`config.mk`:
```
export PLATFORM = sky130hd
export DESIGN_NAME = sram_ctl
export DESIGN_NICKNAME = d
export VERILOG_FILES = /design/src/rtl/sram_ctl_pkg.sv /design/src/rtl/sram_ctl_timer.sv /design/src/rtl/sram_ctl_seq.sv /design/src/rtl/sram_ctl_capture.sv /design/src/rtl/sram_ctl.sv
export SDC_FILE = /design/constraint.sdc
export NUM_CORES = 1
export LEC_CHECK = 0
export ABC_AREA = 1
export BUFFER_PORTS_ARGS = -buffer_cell sky130_fd_sc_hd__buf_4
export CAP_MARGIN = 20
export CELL_PAD_IN_SITES_DETAIL_PLACEMENT = 0
export CELL_PAD_IN_SITES_GLOBAL_PLACEMENT = 1
export CORE_MARGIN = 1.5
export CORE_UTILIZATION = 29
export DETAILED_ROUTE_END_ITERATION = 6
export GPL_ROUTABILITY_DRIVEN = 0
export PLACE_DENSITY_LB_ADDON = 0.1
export SLEW_MARGIN = 20
export SYNTH_ARGS = -nofsm -noshare
export SYNTH_HDL_FRONTEND = slang
export SYNTH_HIERARCHICAL = 1
export SYNTH_SLANG_ARGS = --single-unit
```
`constraint.sdc`:
```
create_clock -name clk -period 1.7 [get_ports clk]
set_input_delay 0.17 -clock clk [delete_from_list [all_inputs] [get_ports clk]]
set_output_delay 0.17 -clock clk [all_outputs]
set_load 0.02 [all_outputs]
```
`src/rtl/sram_ctl_pkg.sv`:
```
// Shared types and helpers for the asynchronous SRAM sequencer.
// Assumes timing values and clock period are positive nanosecond integers.
package sram_ctl_pkg;

    typedef enum logic [2:0] {
        PH_IDLE   = 3'd0,
        PH_WPULSE = 3'd1,
        PH_WREC   = 3'd2,
        PH_RACC   = 3'd3,
        PH_TURN   = 3'd4
    } phase_e;

    // Cycles needed to cover t_ns at clk_ns per cycle, never less than one.
    function automatic int cycles_for(input int t_ns, input int clk_ns);
        int c;
        c = (t_ns + clk_ns - 1) / clk_ns;
        if (c < 1) c = 1;
        return c;
    endfunction

endpackage

```
`src/rtl/sram_ctl_timer.sv`:
```
// Phase down-counter. A load sets the length of the next phase; `last`
// is high in the final cycle of that phase. Assumes load values >= 1.
module sram_ctl_timer #(
    parameter int CW = 3
) (
    input  logic          clk,
    input  logic          rst_n,
    input  logic          load,
    input  logic [CW-1:0] load_val,
    output logic          last
);

    logic [CW-1:0] cnt;

    // Count down toward one, reloading at each phase change.
    always_ff @(posedge clk) begin
        if (!rst_n)
            cnt <= CW'(1);
        else if (load)
            cnt <= load_val;
        else if (cnt > CW'(1))
            cnt <= cnt - CW'(1);
    end

    assign last = (cnt == CW'(1));

endmodule

```
`src/rtl/sram_ctl_seq.sv`:
```
// Access sequencer. Takes one host request while idle, holds its fields,
// and steps through pulse/recovery (write) or access/turnaround (read).
// Assumes the phase timer reports the final cycle of each loaded phase.
module sram_ctl_seq
    import sram_ctl_pkg::*;
#(
    parameter int AW      = 16,
    parameter int DW      = 16,
    parameter int NB      = 2,
    parameter int CW      = 3,
    parameter int WP_CYC  = 3,
    parameter int REC_CYC = 2,
    parameter int ACC_CYC = 5,
    parameter int HZ_CYC  = 2
) (
    input  logic          clk,
    input  logic          rst_n,
    input  logic          req_valid,
    input  logic          req_write,
    input  logic [AW-1:0] req_addr,
    input  logic [DW-1:0] req_wdata,
    input  logic [NB-1:0] req_mask,
    input  logic          phase_last,
    output phase_e        phase,
    output logic          tmr_load,
    output logic [CW-1:0] tmr_val,
    output logic [AW-1:0] lat_addr,
    output logic [DW-1:0] lat_wdata,
    output logic [NB-1:0] lat_mask
);

    phase_e nxt;
    logic   take;

    assign take = (phase == PH_IDLE) && req_valid;

    // Next phase and the length to load for it.
    always_comb begin
        nxt      = phase;
        tmr_load = 1'b0;
        tmr_val  = '0;
        case (phase)
            PH_IDLE: if (req_valid) begin
                nxt      = req_write ? PH_WPULSE : PH_RACC;
                tmr_load = 1'b1;
                tmr_val  = req_write ? CW'(WP_CYC) : CW'(ACC_CYC);
            end
            PH_WPULSE: if (phase_last) begin
                nxt      = PH_WREC;
                tmr_load = 1'b1;
                tmr_val  = CW'(REC_CYC);
            end
            PH_WREC: if (phase_last) nxt = PH_IDLE;
            PH_RACC: if (phase_last) begin
                nxt      = PH_TURN;
                tmr_load = 1'b1;
                tmr_val  = CW'(HZ_CYC);
            end
            PH_TURN: if (phase_last) nxt = PH_IDLE;
            default: nxt = PH_IDLE;
        endcase
    end

    // Phase register.
    always_ff @(posedge clk) begin
        if (!rst_n) phase <= PH_IDLE;
        else        phase <= nxt;
    end

    // Hold request fields for the whole access.
    always_ff @(posedge clk) begin
        if (!rst_n) begin
            lat_addr  <= '0;
            lat_wdata <= '0;
            lat_mask  <= '0;
        end else if (take) begin
            lat_addr  <= req_addr;
            lat_wdata <= req_wdata;
            lat_mask  <= req_mask;
        end
    end

endmodule

```
`src/rtl/sram_ctl_capture.sv`:
```
// Read capture. Registers the sampled bus word with unselected lanes
// cleared and raises a one-cycle valid. Assumes DW = 8 * NB.
module sram_ctl_capture #(
    parameter int DW = 16,
    parameter int NB = 2
) (
    input  logic          clk,
    input  logic          rst_n,
    input  logic          cap_en,
    input  logic [NB-1:0] mask,
    input  logic [DW-1:0] data_in,
    output logic          rd_valid,
    output logic [DW-1:0] rd_data
);

    logic [DW-1:0] lane_data;

    for (genvar i = 0; i < NB; i++) begin : g_lane
        assign lane_data[i*8 +: 8] = mask[i] ? data_in[i*8 +: 8] : 8'h00;
    end

    // Capture word and pulse valid.
    always_ff @(posedge clk) begin
        if (!rst_n) begin
            rd_valid <= 1'b0;
            rd_data  <= '0;
        end else begin
            rd_valid <= cap_en;
            if (cap_en) rd_data <= lane_data;
        end
    end

endmodule

```
`src/rtl/sram_ctl.sv`:
```
// Top of the asynchronous SRAM sequencer. Converts single host requests
// into active-low pin phases whose lengths come from timing parameters.
// Assumes a data width of whole bytes and pins sampled by the memory
// asynchronously; all pin levels are decoded from registered state.
module sram_ctl
    import sram_ctl_pkg::*;
#(
    parameter int AW     = 16,
    parameter int DW     = 16,
    parameter int CLK_NS = 20,
    parameter int T_WP   = 55,
    parameter int T_WC   = 85,
    parameter int T_RC   = 85,
    parameter int T_AA   = 85,
    parameter int T_HZ   = 30
) (
    input  logic          clk,
    input  logic          rst_n,
    input  logic          req_valid,
    input  logic          req_write,
    input  logic [AW-1:0] req_addr,
    input  logic [DW-1:0] req_wdata,
    input  logic [DW/8-1:0] req_mask,
    output logic          req_ready,
    output logic          rd_valid,
    output logic [DW-1:0] rd_data,
    output logic          sram_cs_n,
    output logic          sram_we_n,
    output logic          sram_oe_n,
    output logic [DW/8-1:0] sram_be_n,
    output logic [AW-1:0] sram_addr,
    output logic [DW-1:0] sram_dq_out,
    output logic          sram_dq_oe,
    input  logic [DW-1:0] sram_dq_in
);

    localparam int NB      = DW / 8;
    localparam int WP_CYC  = cycles_for(T_WP, CLK_NS);
    localparam int WC_CYC  = cycles_for(T_WC, CLK_NS);
    localparam int REC_CYC = (WC_CYC > WP_CYC) ? (WC_CYC - WP_CYC) : 1;
    localparam int RC_CYC  = cycles_for(T_RC, CLK_NS);
    localparam int AA_CYC  = cycles_for(T_AA, CLK_NS);
    localparam int ACC_CYC = (RC_CYC > AA_CYC) ? RC_CYC : AA_CYC;
    localparam int HZ_CYC  = cycles_for(T_HZ, CLK_NS);
    localparam int MAX_W   = (WP_CYC > REC_CYC) ? WP_CYC : REC_CYC;
    localparam int MAX_R   = (ACC_CYC > HZ_CYC) ? ACC_CYC : HZ_CYC;
    localparam int MAX_C   = (MAX_W > MAX_R) ? MAX_W : MAX_R;
    localparam int CW      = $clog2(MAX_C + 1);

    phase_e        phase;
    logic          tmr_load;
    logic [CW-1:0] tmr_val;
    logic          phase_last;
    logic [AW-1:0] lat_addr;
    logic [DW-1:0] lat_wdata;
    logic [NB-1:0] lat_mask;
    logic          strobing;

    sram_ctl_timer #(.CW(CW)) u_timer (
        .clk      (clk),
        .rst_n    (rst_n),
        .load     (tmr_load),
        .load_val (tmr_val),
        .last     (phase_last)
    );

    sram_ctl_seq #(
        .AW(AW), .DW(DW), .NB(NB), .CW(CW),
        .WP_CYC(WP_CYC), .REC_CYC(REC_CYC), .ACC_CYC(ACC_CYC), .HZ_CYC(HZ_CYC)
    ) u_seq (
        .clk        (clk),
        .rst_n      (rst_n),
        .req_valid  (req_valid),
        .req_write  (req_write),
        .req_addr   (req_addr),
        .req_wdata  (req_wdata),
        .req_mask   (req_mask),
        .phase_last (phase_last),
        .phase      (phase),
        .tmr_load   (tmr_load),
        .tmr_val    (tmr_val),
        .lat_addr   (lat_addr),
        .lat_wdata  (lat_wdata),
        .lat_mask   (lat_mask)
    );

    sram_ctl_capture #(.DW(DW), .NB(NB)) u_cap (
        .clk      (clk),
        .rst_n    (rst_n),
        .cap_en   ((phase == PH_RACC) && phase_last),
        .mask     (lat_mask),
        .data_in  (sram_dq_in),
        .rd_valid (rd_valid),
        .rd_data  (rd_data)
    );

    // Decode memory pin levels from the current phase.
    always_comb begin
        strobing    = (phase == PH_WPULSE) || (phase == PH_RACC);
        sram_cs_n   = !strobing;
        sram_we_n   = (phase != PH_WPULSE);
        sram_oe_n   = (phase != PH_RACC);
        sram_be_n   = strobing ? ~lat_mask : '1;
        sram_dq_oe  = (phase == PH_WPULSE);
        sram_dq_out = lat_wdata;
        sram_addr   = lat_addr;
        req_ready   = (phase == PH_IDLE);
    end

endmodule

```
==> run summary, run 1 <==
Full die area = 8900 um2
WL met1 = 2710 um
Mean Syn Cell Area = 8.28 um2
TNS Setup = 0 ns
Setup crit start = u_timer/cnt[1]
CTS tree = built
Startpoint Class = flop
Die Width = 94.3 um
Slew @ Worst Pin = 0.463 ns
Initial antenna violation count = 0
DRC viols = 0
Final #Nets = 463
Syn-to-layout area delta = 46.7%
Netlist cell types = 30
Drt pass-1 iters = 4
CTS H-Tree Depth = 3
Setup slack, reg-to-reg = 0.15 ns
# diodes = 0
WP data arrival = 1.81 ns
Drt wl/cell = 12.2 um
Place WS = 0.00950 ns
Final slew viol count = 0
Setup ws final = 0.148 ns
Top Layer Used = met4
Commonest non-fill, non-tap cells in the layout = 118 x buf_4, 77 x nand2_1, 57 x dfxtp_1
Crit-path most repeated cell = inv_1
Largest net degree at the start of global routing = 34
Synth Register Bits = 57
Synth top area cells = dfxtp_1 47%, nand2_1 12%, a21oi_2 7.2%, a21oi_1 7.0%, nand2_2 5.4%
DR vias = 2266
CTS buffer count = 9
Worst Hold Class = in2reg
Top delay family on crit path = buffers and inverters
Leading cell type in the layout, fill and taps excluded = buf_4
CP max stage delay = 0.33 ns
Setup crit end kind = flop
Mapped Nets = 348
Skew final = 0.0116 ns
Period utilization = 91.3%
Fmax achieved = 0.644 GHz
Run status = completed
Bufs and invs on worst path = 4
Power Density = 1380 nW/um2
Port Buffer Count = 109
DR iter-0 viols = 88
IO Pins = 110
RSZ-0062 raised after global routing = true
Slew headroom = 69.1%
Area leader, netlist = dfxtp_1
Post-synth top area share = 47.2%
Hold Fails Final Rpt = 0
Total congestion overflow = 0
Reg clk slew, reported paths = 0.07 ns
Synth warn = 6
Met2 wire length = 3040 um
Chip height = 94.3 um
Final hold slack = 0.0890 ns
Synthesized area = 2420 um2
Global-route wire length before repair = 10200 um
Row cnt = 33
Post-Syn Instances = 292
Leakage = 1.53 nW
Core box area = 8130 um2
Worst vdd ir = 539 uV
Crit Path Max Fanout = 10
FF-to-FF path depth = 9
Crit path max-delay cell type = dfxtp_1
Worst skew pair latency = 0.33 ns
Initial Util = 29.7%
Dpl hpwl = 4400 um
Sink Count = 57
CP endpoint = u_cap/rd_data[3]
DRT Wirelength = 6290 um
Critical Path RT = 1.96 ns
Max_cap viols = 0
Reg-to-Reg End = u_cap/rd_data[3]
Final ANT Viol Nets = 0
Avg Vias per Cell = 4.38
GRT Util Overall = 14.9%
Crit path kind = reg2reg
Root buffer cell = clkbuf_8
Vias in the first global route = 2203
Register area share after synthesis = 47.2%
Final setup vio count = 0
Share of layout cells above drive strength 1 = 45.6%
RR Startpoint = u_timer/cnt[1]
Critical path depth in cells = 9
Period minus WS final = 1.55 ns
Crit-path cells = inv_1 > ha_1 > inv_1 > nor2_2 > inv_1 > nor2_4 > buf_6 > nand3_1 > a21oi_2
Post-Route Utilization = 43.6%
Final total power = 4.88 mW
Met3 WL = 439 um
CTS Buffer Depth = 2
[stage by stage]
step	instances	area, um2
final	517	3550
after global routing	517	3550
after CTS	517	3540
after detailed placement	501	3320
after global placement	501	3320
after floorplan	292	2420
[layout make-up]
cell class / count / area, um2
sequential: 57 / 1140
timing repair buffer: 120 / 917
tap: 105 / 131
fill: 829 / 4590
inverter: 16 / 67.6
clock buffer: 10 / 128
clock inverter: 6 / 82.6
multi-input combinational: 203 / 1080
[flip-flops by register name, summed over array words and instances, names as in the netlist]
| signal | flops |
|---|---|
| u_cap/rd_data | 16 |
| u_seq/lat_addr | 16 |
| u_seq/lat_wdata | 16 |
| u_seq/phase | 3 |
| u_timer/cnt | 3 |
| u_seq/lat_mask | 2 |
| u_cap/rd_valid | 1 |
[power by group]
group | switching [mW] | leakage [nW] | internal (mW)
clock network | 0.537 | 0.106 | 0.817
registers | 0.186 | 0.465 | 1.54
logic | 1.06 | 0.956 | 0.746
total | 1.78 | 1.53 | 3.10
[metal layers]
layer	up-vias	track usage, %
li1	1180	-
met1	1014	16.9
met2	64	25.0
met3	8	6.39
met4	0	5.22
met5	-	0
[tightest hold or removal path: cells and delay by family]
family / cells / cell delay [ns]
buffers and inverters: 1 / 0.10
AOI/OAI and AO/OA: 1 / 0.05
and+or+nand+nor: 1 / 0.05
[worst min-delay path by stage]
stage | slack, ns | cells after the start | to | startpoint
4_1_cts | 0.07 | 3 | u_seq/lat_addr[11] | req_addr[11]
3_5_place_dp | 0.43 | 3 | u_seq/lat_addr[4] | req_addr[4]
3_3_place_gp | 0.42 | 3 | u_seq/lat_addr[15] | req_addr[15]
2_1_floorplan | 0.25 | 1 | u_timer/cnt[0] | rst_n
6_report | 0.09 | 3 | u_seq/lat_addr[11] | req_addr[11]
5_1_grt | 0.08 | 2 | u_timer/cnt[0] | rst_n
[kinds of logic (layout without fill, tap and decap cells)]
kind of cell	count (synthesis)	after routing	synth area share (%)
adder cells (fa/ha/maj)	2	2	1.03
AO/OA/AOI/OAI	60	60	16.2
XOR/XNOR	1	1	0.362
AND/OR/NAND/NOR	140	140	26.7
buffers and inverters	32	152	8.54
flip-flops	57	57	47.2
[cells in the mapped netlist]
| cell | number |
|---|---|
| nand2_1 | 78 |
| dfxtp_1 | 57 |
| a21oi_1 | 34 |
| nand3_1 | 24 |
| nand2_2 | 21 |
| a21oi_2 | 20 |
| inv_1 | 11 |
| nor2_1 | 8 |
| buf_6 | 6 |
| buf_2 | 4 |
| nand4_1 | 3 |
| nor2_2 | 3 |
| o21ai_0 | 3 |
| clkbuf_1 | 2 |
| ha_1 | 2 |
| inv_2 | 2 |
| a211oi_1 | 1 |
| a21boi_0 | 1 |
| buf_1 | 1 |
| buf_12 | 1 |
| buf_8 | 1 |
| clkbuf_2 | 1 |
| clkinv_1 | 1 |
| clkinv_4 | 1 |
| inv_4 | 1 |
| nand3_4 | 1 |
| nor2_4 | 1 |
| nor3_1 | 1 |
| o21ai_4 | 1 |
| xor2_1 | 1 |
[repair_timing]
item                                    CTS  global route
cloned                                    0             0
endpoints found under the setup margin    1            14
gates resized for setup                   1             3
buffers inserted                          0             0
hold buffers                              0             0
endpoints found under the hold margin     0             0
No activity file was read; power rests on OpenSTA's default activity.
==> inputs of run 2 (changes only) <==
--- a/config.mk
+++ b/config.mk
@@ -9,9 +9,9 @@
 export BUFFER_PORTS_ARGS = -buffer_cell sky130_fd_sc_hd__buf_4
 export CAP_MARGIN = 20
 export CELL_PAD_IN_SITES_DETAIL_PLACEMENT = 0
-export CELL_PAD_IN_SITES_GLOBAL_PLACEMENT = 1
+export CELL_PAD_IN_SITES_GLOBAL_PLACEMENT = 2
 export CORE_MARGIN = 1.5
-export CORE_UTILIZATION = 29
+export CORE_UTILIZATION = 23
 export DETAILED_ROUTE_END_ITERATION = 6
 export GPL_ROUTABILITY_DRIVEN = 0
 export PLACE_DENSITY_LB_ADDON = 0.1
==> run 2 against run 1 <==
  * Fmax decreased by 1.2%
  * Global-route usage is 2.2 points lower
  * Sequential cell count unchanged
  * Combinational power barely moved
  * Sequential share of layout area decreased by 0.090 points
  * Die area is 25% higher
  * Routed wire length rose by 10%
  * Highest routed layer unchanged
  * Critical endpoint is now u_timer/cnt[0]
  * Clock power fell by 9%
  * Power shrank 2.5%
==> run summary, run 2 (synthesis results as in run 1) <==
Final total power = 4.76 mW
Max_cap viols = 0
IO Pins = 110
Root buffer cell = clkbuf_8
Final slew viol count = 0
# diodes = 0
Period minus WS final = 1.57 ns
Run status = completed
Initial antenna violation count = 0
Slew headroom = 67.5%
Period utilization = 92.4%
GRT Util Overall = 12.7%
Syn-to-layout area delta = 47.1%
Power Density = 1340 nW/um2
Leakage = 1.52 nW
Worst vdd ir = 601 uV
Post-Route Utilization = 34.6%
DRT Wirelength = 6940 um
Vias in the first global route = 2264
CTS buffer count = 9
CTS H-Tree Depth = 3
Final hold slack = 0.0856 ns
Die Width = 106 um
Avg Vias per Cell = 4.20
Skew final = 0.00700 ns
Full die area = 11100 um2
Post-CTS Setup Bufs = 0
Worst Hold Class = in2reg
Setup crit end kind = flop
Critical Path RT = 1.92 ns
Final setup vio count = 0
Crit path kind = reg2reg
Largest registers = u_cap/rd_data (16), u_seq/lat_addr (16), u_seq/lat_wdata (16)
Initial Util = 23.5%
Leading cell type in the layout, fill and taps excluded = buf_4
Fmax achieved = 0.636 GHz
Port Buffer Count = 109
Commonest non-fill, non-tap cells in the layout = 120 x buf_4, 77 x nand2_1, 57 x dfxtp_1
Share of layout cells above drive strength 1 = 45.6%
Final ANT Viol Nets = 0
Core box area = 10300 um2
Slew @ Worst Pin = 0.487 ns
Row cnt = 37
Drt pass-1 iters = 4
Reg clk slew, reported paths = 0.07 ns
Crit Path Max Fanout = 7
WP data arrival = 1.79 ns
TNS Setup = 0 ns
Final #Nets = 463
Total congestion overflow = 0
DR vias = 2304
CTS Buffer Depth = 2
Chip height = 106 um
DRC viols = 0
Startpoint Class = flop
CTS tree = built
Global-route wire length before repair = 11000 um
Sink Count = 57
Placed cells = 532
Post-route insts no fill = 548
Largest net degree at the start of global routing = 25
Hold Fails Final Rpt = 0
Drt wl/cell = 12.7 um
RSZ-0062 raised after global routing = true
Worst skew pair latency = 0.33 ns
DR iter-0 viols = 76
Dpl hpwl = 4880 um
## run 2: cell type report
class	instances	area [um2]
sequential	57	1140
clock inverter	2	10.0
fill	1134	6720
inverter	16	67.6
multi-input combinational	203	1090
timing repair buffer	120	901
clock buffer	14	183
tap	136	170
## run 2: metrics by stage
step	setup WS (ns)	cell area, um2
final	0.129	3560
after global routing	-0.0309	3560
after CTS	0.0252	3540
after detailed placement	0.0221	3350
after global placement	0.0602	3350
after floorplan	0.105	2420
## run 2: worst paths after layout
path	from	to	slack (ns)	cells past startpoint
max	u_timer/cnt[1]	u_timer/cnt[0]	0.13	10
min	req_wdata[11]	u_seq/lat_wdata[11]	0.09	3
max reg2reg	u_timer/cnt[1]	u_timer/cnt[0]	0.13	10
min reg2reg	u_seq/lat_wdata[11]	u_seq/lat_wdata[11]	0.46	2
## run 2: critical path: stages (launching register included)
cell,delay (ns)
dfxtp_1,0.37
inv_1,0.09
ha_1,0.18
inv_1,0.11
nor2_2,0.07
nand3_1,0.14
nand2_2,0.14
nor2_4,0.14
nand2_1,0.09
nand2_1,0.07
nand3_1,0.06
## run 2: routing by layer
layer | vias up | track usage [%] | part of all wire (%)
li1 | 1181 | - | -
met1 | 1058 | 14.9 | 45
met2 | 57 | 21.4 | 48
met3 | 8 | 4.21 | 5.7
met4 | 0 | 5.21 | 1.6
met5 | - | 0 | 0
## run 2: repair_timing
item,CTS,global route
setup endpoints to repair,0,19
hold buffers,0,0
gates resized for setup,0,4
## run 2: report_power, final
part / internal (mW) / total, mW / leakage, nW / switching (mW)
combinational: 0.721 / 1.80 / 0.953 / 1.08
sequential: 1.54 / 1.72 / 0.465 / 0.188
clock: 0.685 / 1.23 / 0.102 / 0.548
total: 2.94 / 4.76 / 1.52 / 1.82
==> inputs of run 3 (changes only) <==
--- a/config.mk
+++ b/config.mk
@@ -5,13 +5,12 @@
 export SDC_FILE = /design/constraint.sdc
 export NUM_CORES = 1
 export LEC_CHECK = 0
-export ABC_AREA = 1
 export BUFFER_PORTS_ARGS = -buffer_cell sky130_fd_sc_hd__buf_4
 export CAP_MARGIN = 20
 export CELL_PAD_IN_SITES_DETAIL_PLACEMENT = 0
 export CELL_PAD_IN_SITES_GLOBAL_PLACEMENT = 2
 export CORE_MARGIN = 1.5
-export CORE_UTILIZATION = 23
+export CORE_UTILIZATION = 24
 export DETAILED_ROUTE_END_ITERATION = 6
 export GPL_ROUTABILITY_DRIVEN = 0
 export PLACE_DENSITY_LB_ADDON = 0.1
==> run 3 against run 2 <==
  * Register-to-register slack hardly changed
  * Critical path depth is 3 lower
  * Sequential power shrank 5%
  * Clock skew down 0.00063 ns
  * Count of clock-buffer cells in the layout is 2 lower
  * Clock power grew 4%
  * Synthesized cell count decreased by 4.8%
  * Critical path type unchanged
==> run summary, run 3 <==
Run status = completed
Slew @ Worst Pin = 0.397 ns
Leakage = 1.74 nW
Synth Register Bits = 57
Crit path kind = reg2reg
CTS H-Tree Depth = 3
Root buffer cell = clkbuf_8
Reg clk slew, reported paths = 0.07 ns
Initial antenna violation count = 0
Commonest cells in the netlist = 87 x nand2_1, 57 x dfxtp_1, 34 x mux2i_1
Drt wl/cell = 12.4 um
Worst vdd ir = 371 uV
Vias in the first global route = 2261
Multi-input logic area = 1190 um2
Area leader, netlist = dfxtp_1
Post-synth ARST share = 0%
Fmax achieved = 0.635 GHz
Slew headroom = 73.5%
Most common cell in the netlist = nand2_1
Commonest non-fill, non-tap cells in the layout = 119 x buf_4, 86 x nand2_1, 56 x dfxtp_1
DR vias = 2283
Chip height = 106 um
Critical Path RT = 1.90 ns
Power Density = 1210 nW/um2
Final #Nets = 449
Skew final = 0.00637 ns
Netlist cell types = 37
Mapped Nets = 334
Port Buffer Count = 109
Final setup vio count = 0
Largest registers = u_cap/rd_data (16), u_seq/lat_addr (16), u_seq/lat_wdata (16)
Dpl hpwl = 4580 um
Mean Syn Cell Area = 9.08 um2
Worst Hold Class = in2reg
Design area = 3720 um2
Synth warn = 6
Synthesized area = 2520 um2
IO Pins = 110
Share of layout cells above drive strength 1 = 37.5%
Post-synth EDFFs = 0
Period minus WS final = 1.57 ns
DR iter-0 viols = 43
Syn-to-layout area delta = 47.4%
Ys flop type = dfxtp_1
DRT Wirelength = 6610 um
Total congestion overflow = 0
Startpoint Class = flop
CTS buffer count = 9
Post-Syn Instances = 278
Register area share after synthesis = 45.2%
CTS Buffer Depth = 2
Post-Route Utilization = 36.2%
Leading cell type in the layout, fill and taps excluded = buf_4
Largest net degree at the start of global routing = 45
Full die area = 11100 um2
Max_cap viols = 0
Die Width = 106 um
Avg Vias per Cell = 4.28
RSZ-0062 raised after global routing = false
Final total power = 4.51 mW
# diodes = 0
GRT Util Overall = 12.4%
Core box area = 10300 um2
Final slew viol count = 0
Worst skew pair latency = 0.33 ns
Sequential Area = 1140 um2
Crit Path Max Fanout = 6
Initial Util = 24.6%
Synth top area cells = dfxtp_1 45%, mux2i_1 13%, nand2_1 13%, nand3b_1 5.9%, nand4_1 4.0%
Hold Fails Final Rpt = 0
Post-synth top area share = 45.2%
Sink Count = 57
Row cnt = 37
Drt pass-1 iters = 4
WP data arrival = 1.78 ns
DRC viols = 0
Post-DP Area = 3510 um2
Final ANT Viol Nets = 0
Period utilization = 92.6%
Setup crit end kind = flop
Hold Buf Count CTS = 0
Setup ws final = 0.126 ns
Filler cells = 1089
Place WS = 0.00756 ns
Global-route wire length before repair = 10900 um
CTS tree = built
## run 3: changes by cell type after synthesis, moves of 4 or more
cell,change
a21oi_1,-31
a21oi_2,-20
clkbuf_1,+6
inv_1,-4
mux2i_1,+34
nand2_1,+9
nand2_2,-21
nand3_1,-24
nand3b_1,+20
nand4_1,+13
nor2_1,-5
## run 3: where the power goes
part / switching, mW / internal (mW)
logic: 0.815 / 0.791
registers: 0.117 / 1.51
clock network: 0.535 / 0.745
## run 3: layout make-up
cell class / instances / area share, %
Inverter: 9 / 1.04
Multi-Input combinational cell: 192 / 32.0
Clock inverter: 3 / 1.08
Clock buffer: 12 / 4.17
Sequential cell: 57 / 30.7
Tap cell: 136 / 4.57
Timing Repair Buffer: 124 / 26.5
## run 3: what timing repair did
action,in CTS,in global routing
pin swaps,0,2
gates resized for setup,2,4
setup endpoints to repair,5,3
buffers inserted,0,1
## run 3: final timing paths
path                      start                 end  slack (ns)  depth (start not counted)
min               sram_dq_in[4]    u_cap/rd_data[4]        0.08                          3
max              u_timer/cnt[1]      u_timer/cnt[0]        0.13                          7
min reg2reg  u_seq/lat_wdata[4]  u_seq/lat_wdata[4]        0.46                          2
max reg2reg      u_timer/cnt[1]      u_timer/cnt[0]        0.13                          7
## run 3: cell families (layout without fill, tap and decap cells)
group | after synthesis | after routing | share of synthesized area [%]
simple gates | 144 | 144 | 29.0
flops | 57 | 57 | 45.2
mux | 34 | 34 | 13.5
buf+inv | 29 | 148 | 7.93
compound gates | 12 | 12 | 3.37
fa+ha+maj | 2 | 2 | 0.991
## run 3: stage by stage
stage                     TNS (ns)  std cells  hold slack, ns
final                            0        533          0.0793
after detailed placement         0        517           0.415
after global routing             0        533          0.0804
after global placement     -0.0410        517           0.410
after CTS                        0        532          0.0571
after floorplan                  0        278           0.241
## run 3: worst max-delay path, cell delays in order, from the launching register on
cell       delay (ns)
dfxtp_2          0.35
inv_2            0.05
ha_1             0.18
and2b_2          0.22
nand3b_1         0.12
nand2_2          0.11
a2111oi_1        0.30
o31ai_1          0.12
## run 3: routing by layer
| layer | vias up | wire (um) | global-route usage, % |
|---|---|---|---|
| met5 | - | 0 | 0 |
| met4 | 0 | 135 | 6.76 |
| met3 | 12 | 510 | 4.27 |
| met2 | 69 | 2920 | 18.3 |
| met1 | 1033 | 3050 | 15.7 |
| li1 | 1169 | - | - |
